## src/rtl/cpu_pd_shutdown_seq.sv

```systemverilog
module cpu_pd_shutdown_seq #(
  parameter int NUM_DOM  = 3,
  parameter int STA_W    = 16,
  parameter int STA_BASE = 10
) (
  input  logic                 clk,
  input  logic                 rst_n,
  input  logic                 start,
  input  logic [NUM_DOM-1:0]   l1_ack,
  input  logic [STA_W-1:0]     sta_pri,
  input  logic [STA_W-1:0]     sta_sec,
  output logic [NUM_DOM*7-1:0] pd_ctl,
  output logic [NUM_DOM-1:0]   l1_req,
  output logic                 busy,
  output logic                 done
);
  localparam int CW = 7;
  localparam int DW = (NUM_DOM > 1) ? $clog2(NUM_DOM) : 1;
  localparam int SW = (STA_W > 1) ? $clog2(STA_W) : 1;
  localparam int B_NRST = 0, B_ISO = 1, B_SW1 = 2, B_SW2 = 3;
  localparam int B_CKOFF = 4, B_MCKISO = 5, B_NMISO = 6;
  localparam logic [CW-1:0] ON_VAL = 7'b1001101;
  localparam logic [DW-1:0] LAST = DW'(NUM_DOM - 1);
  localparam int LAST_STA = STA_BASE + NUM_DOM - 1;

  typedef enum logic [3:0] {
    S_IDLE, S_ISO, S_MCKISO, S_MISO, S_L1REQ, S_L1WAIT,
    S_RST, S_CKOFF, S_SW1, S_SW2, S_WAITOFF
  } st_t;

  st_t st;
  logic [DW-1:0] dom;
  logic [NUM_DOM-1:0][CW-1:0] ctl;
  logic [NUM_DOM-1:0] req;
  logic [SW-1:0] sidx;
  logic dom_off;

  assign sidx    = SW'(STA_BASE) + SW'(dom);
  assign dom_off = !sta_pri[sidx] && !sta_sec[sidx];
  assign pd_ctl  = ctl;
  assign l1_req  = req;
  assign busy    = (st != S_IDLE);

  always_ff @(posedge clk or negedge rst_n) begin
    if (!rst_n) begin
      st   <= S_IDLE;
      dom  <= '0;
      ctl  <= {NUM_DOM{ON_VAL}};
      req  <= '0;
      done <= 1'b0;
    end else begin
      done <= 1'b0;
      case (st)
        S_IDLE:    if (start) begin st <= S_ISO; dom <= '0; end
        S_ISO:     begin ctl[dom][B_ISO]    <= 1'b1; st <= S_MCKISO; end
        S_MCKISO:  begin ctl[dom][B_MCKISO] <= 1'b1; st <= S_MISO;   end
        S_MISO:    begin ctl[dom][B_NMISO]  <= 1'b0; st <= S_L1REQ;  end
        S_L1REQ:   begin req[dom]           <= 1'b1; st <= S_L1WAIT; end
        S_L1WAIT:  if (l1_ack[dom]) st <= S_RST;
        S_RST:     begin ctl[dom][B_NRST]   <= 1'b0; st <= S_CKOFF;  end
        S_CKOFF:   begin ctl[dom][B_CKOFF]  <= 1'b1; st <= S_SW1;    end
        S_SW1:     begin ctl[dom][B_SW1]    <= 1'b0; st <= S_SW2;    end
        S_SW2:     begin ctl[dom][B_SW2]    <= 1'b0; st <= S_WAITOFF; end
        S_WAITOFF: if (dom_off) begin
          if (dom == LAST) begin
            done <= 1'b1;
            st   <= S_IDLE;
          end else begin
            dom <= dom + 1'b1;
            st  <= S_ISO;
          end
        end
        default:   st <= S_IDLE;
      endcase
    end
  end

  a_r11_single_change: assert property (@(posedge clk) disable iff (!rst_n)
    $countones({req, ctl} ^ $past({req, ctl})) <= 1);

  a_r9_done_after_off: assert property (@(posedge clk) disable iff (!rst_n)
    done |-> $past(!sta_pri[LAST_STA] && !sta_sec[LAST_STA]));

  a_r9_done_pulse: assert property (@(posedge clk) disable iff (!rst_n)
    done |=> !done);

  for (genvar g = 0; g < NUM_DOM; g++) begin : g_chk
    a_r3_iso_before_l1: assert property (@(posedge clk) disable iff (!rst_n)
      $rose(req[g]) |-> (ctl[g][B_ISO] && ctl[g][B_MCKISO] && !ctl[g][B_NMISO]));

    a_r4_rst_after_ack: assert property (@(posedge clk) disable iff (!rst_n)
      $fell(ctl[g][B_NRST]) |-> (req[g] && $past(l1_ack[g])));

    a_r5_switch_order: assert property (@(posedge clk) disable iff (!rst_n)
      $fell(ctl[g][B_SW2]) |-> (!ctl[g][B_SW1] && ctl[g][B_CKOFF] && !ctl[g][B_NRST]));

    if (g > 0) begin : g_ord
      a_r8_prev_done_first: assert property (@(posedge clk) disable iff (!rst_n)
        $rose(ctl[g][B_ISO]) |-> !ctl[g-1][B_SW2]);
    end
  end
endmodule

```

## config.mk

```make
export PLATFORM = sky130hd
export DESIGN_NAME = cpu_pd_shutdown_seq
export DESIGN_NICKNAME = d
export VERILOG_FILES = /design/src/rtl/cpu_pd_shutdown_seq.sv
export SDC_FILE = /design/constraint.sdc
export NUM_CORES = 1
export LEC_CHECK = 0
export ABC_AREA = 1
export BUFFER_PORTS_ARGS = -buffer_cell sky130_fd_sc_hd__buf_2
export CAP_MARGIN = 20
export CORE_MARGIN = 4
export CORE_UTILIZATION = 40
export CTS_BUF_LIST = sky130_fd_sc_hd__clkbuf_4 sky130_fd_sc_hd__clkbuf_8
export CTS_CLUSTER_SIZE = 25
export DETAILED_ROUTE_END_ITERATION = 10
export GPL_TIMING_DRIVEN = 1
export PLACE_DENSITY = 0.81
export SKIP_CTS_REPAIR_TIMING = 1
export SLEW_MARGIN = 20
export SYNTH_ARGS = -nofsm -noshare
export SYNTH_HDL_FRONTEND = slang
export SYNTH_SLANG_ARGS = --single-unit
```

## constraint.sdc

```tcl
create_clock -name clk -period 1.5 [get_ports clk]
set_clock_uncertainty 0.2 [all_clocks]
set_input_delay 0.075 -clock clk [delete_from_list [all_inputs] [get_ports clk]]
set_output_delay 0.075 -clock clk [all_outputs]
set_load 0.02 [all_outputs]
```

==> impl_metrics.ini <==
[clock_tree]
numCtsBuffers = 5
worstSkewPairLatency_ns = 0.33
tritoncts = yes
cts-root-buf = clkbuf_4
cts.sink_count = 31
cts.clk_slew.worst_paths_ns = 0.09
h-tree-depth = 2
clockBufferDepth = 2

[layout]
fin_area_mm2 = 0.00197
drive_above_1_share_pct = 44.0
antenna_cells = 0
fin_nets = 258
multi_input_area_um2 = 569
fillers = 290
stdcell_count = 264
area_growth_pct = 36.0
ff_latch_area_um2 = 795

[detailed_routing]
vias = 1221
drtPass1Iterations = 4
ant_nets = 0
wl_per_cell_um = 12.6
drt_iter0_drc = 46
drt-total-wl_um = 3340
drc = 0
viasPerCell = 4.63

[timing]
maxSlewHeadroom_pct = 74.2
tightest_slew_ns = 0.387
rsz0062_at_grt = yes
drv_slew = 0
post-route-period-util_pct = 103
hold_viol = 7
setup_violations = 3
period_minus_slack_ns = 1.55
worst_slack_ns = -0.0454
whs_ns = -0.0118
fmax_mhz = 647

[synthesis]
synth_seq_cells = 31
synth_most_common_cell = inv_1
syn_inst = 157
ys.flop_type = dfrtp_1
syn_nets = 198
synth-seq-area-share_pct = 54.6
synth_area_leaders = dfrtp_1, dfstp_2, inv_1
synth_top_area_cell = dfrtp_1
syn_avg_cell_area_um2 = 9.22
synth_top_area_share_pct = 32.8
ys_warn_count = 0
yosys.cell_types.count = 24
netlist_area_mm2 = 0.00145
synth_edf_count = 0
yosys-top-cells-count = inv_1, nand2_1, dfrtp_1
async_flop_share_pct = 100

[floorplanning]
num_rows = 21
die_w_um = 68.2
io_pins = 64
dieArea_mm2 = 0.00465
fp.coreArea_mm2 = 0.00342
start_util_pct = 42.4
fp.dieH_um = 68.2

[worst_setup_path]
max_stage_delay_ns = 0.45
slowest_stage = dfrtp_2
crit_end = dom[1]$_DFFE_PN0P_
critical_path_class = reg2reg
timing.rr.start = st[0]$_DFFE_PN0P_
cp_max_fo = 5
r2r-end = dom[1]$_DFFE_PN0P_
worst_setup_path_end_kind = register
r2r_setup_slack_ns = -0.05
crit_required_ns = 1.53
startpoint_type = register
worstRegToRegCells = 6
crit_chain = buf_12 -> nor2_4 -> nand2_4 -> or2_4 -> nand4_1 -> nand2_1
startpoint = st[0]$_DFFE_PN0P_
critPathArrivalTime_ns = 1.57

[global_routing]
antenna_found_initial = 0
grt_max_degree = 18
grt_pass1_wl_um = 5400
grt_util_all_layers_pct = 15.9
overflow = 0
grt_pass1_vias = 1203

[outcome]
status = complete, but fails checks
violations = negative hold slack, negative setup slack

[place]
gp_congestion = 0.875
pre_cts_slack_ns = -0.0269
dp_cells = 247
hpwl_um = 2410
dpl_cell_area_mm2 = 0.00175
numPortBuffers = 39

[power]
ir_worst_vdd_mv = 1.03
pwr_density_cell_mw_per_mm2 = 1590
total_leakage_power_nw = 1.06

[flow_run]
cap_violations = 0

[hold_path]
hold_class = in2async
[where the power goes]
part	leakage [nW]	total (mW)	switching (mW)	internal, mW
sequential	0.356	1.13	0.136	0.992
combinational	0.662	1.44	0.864	0.577
clock	0.0420	0.565	0.272	0.294
total	1.06	3.13	1.27	1.86
[state kept, by name (all words and copies together) (netlist names)]
register  count
l1_req        3
dom           2
pd_ctl       21
st            4
done          1
[critical path: cells and delay by family (launching register included)]
| family | cells | cell delay, ns |
|---|---|---|
| DFF | 1 | 0.45 |
| buffers and inverters | 1 | 0.14 |
| and+or+nand+nor | 5 | 0.64 |
[layer usage]
| metal | track usage (%) | wire length (um) | vias to the layer above |
|---|---|---|---|
| met5 | 0 | 0 | - |
| met4 | 7.69 | 65 | 0 |
| met3 | 4.11 | 185 | 8 |
| met2 | 24.1 | 1600 | 33 |
| met1 | 21.1 | 1480 | 558 |
| li1 | - | - | 622 |
[worst min-delay path by stage]
stage / from / end / slack (ns) / depth (start not counted)
floorplan: rst_n / dom[0]$_DFFE_PN0P_ / -0.42 / 0
global placement: rst_n / l1_req[2]$_DFFE_PN0P_ / -0.19 / 1
detailed placement: rst_n / l1_req[0]$_DFFE_PN0P_ / -0.18 / 1
CTS: rst_n / l1_req[0]$_DFFE_PN0P_ / -0.55 / 1
global route: sta_pri[11] / done$_DFF_PN0_ / 0.005 / 5
finish: rst_n / pd_ctl[5]$_DFFE_PN0P_ / -0.01 / 2
[metrics by stage]
stage	setup TNS [ns]	hold WS, ns	utilization (%)	power [mW]
finish	-0.0705	-0.0118	57.7	3.13
global route	-0.366	0.00515	57.7	3.34
CTS	-0.0792	-0.548	53.4	2.85
detailed placement	-0.0457	-0.182	51.3	2.27
global placement	0	-0.188	51.3	2.24
floorplan	0	-0.421	-	1.90
[layout make-up]
type                    instances  share of cell area, %
clock buffers                   8                   3.68
inverters                      35                   6.80
multi-input cells              91                   28.9
flip-flops and latches         31                   40.3
well taps                      46                   2.92
repair buffers                 53                   17.3
[kinds of logic after synthesis]
family                   Yosys count  synth area share [%]
AO/OA/AOI/OAI                     30                  13.1
AND/OR/NAND/NOR                   58                  20.6
buffers and inverters             35                  9.07
adder cells (fa/ha/maj)            3                  2.59
flip-flops                        31                  54.6
[cell usage in the layout (no fill, tap or decap), types with 3 or more instances in the layout]
cell type and n:
buf_2 38, buf_4 8, clkbuf_4 6, dfrtp_1 16, dfrtp_2 3, dfstp_2 12, dlygate4sd3_1 4, ha_1 3
inv_1 27, inv_2 7, nand2_1 22, nand2_2 3, nand3_1 4, nand4_1 4, nor2_1 11, nor2_4 4
o21ai_0 13, o21bai_1 12
(Power assumes the default switching activity.)
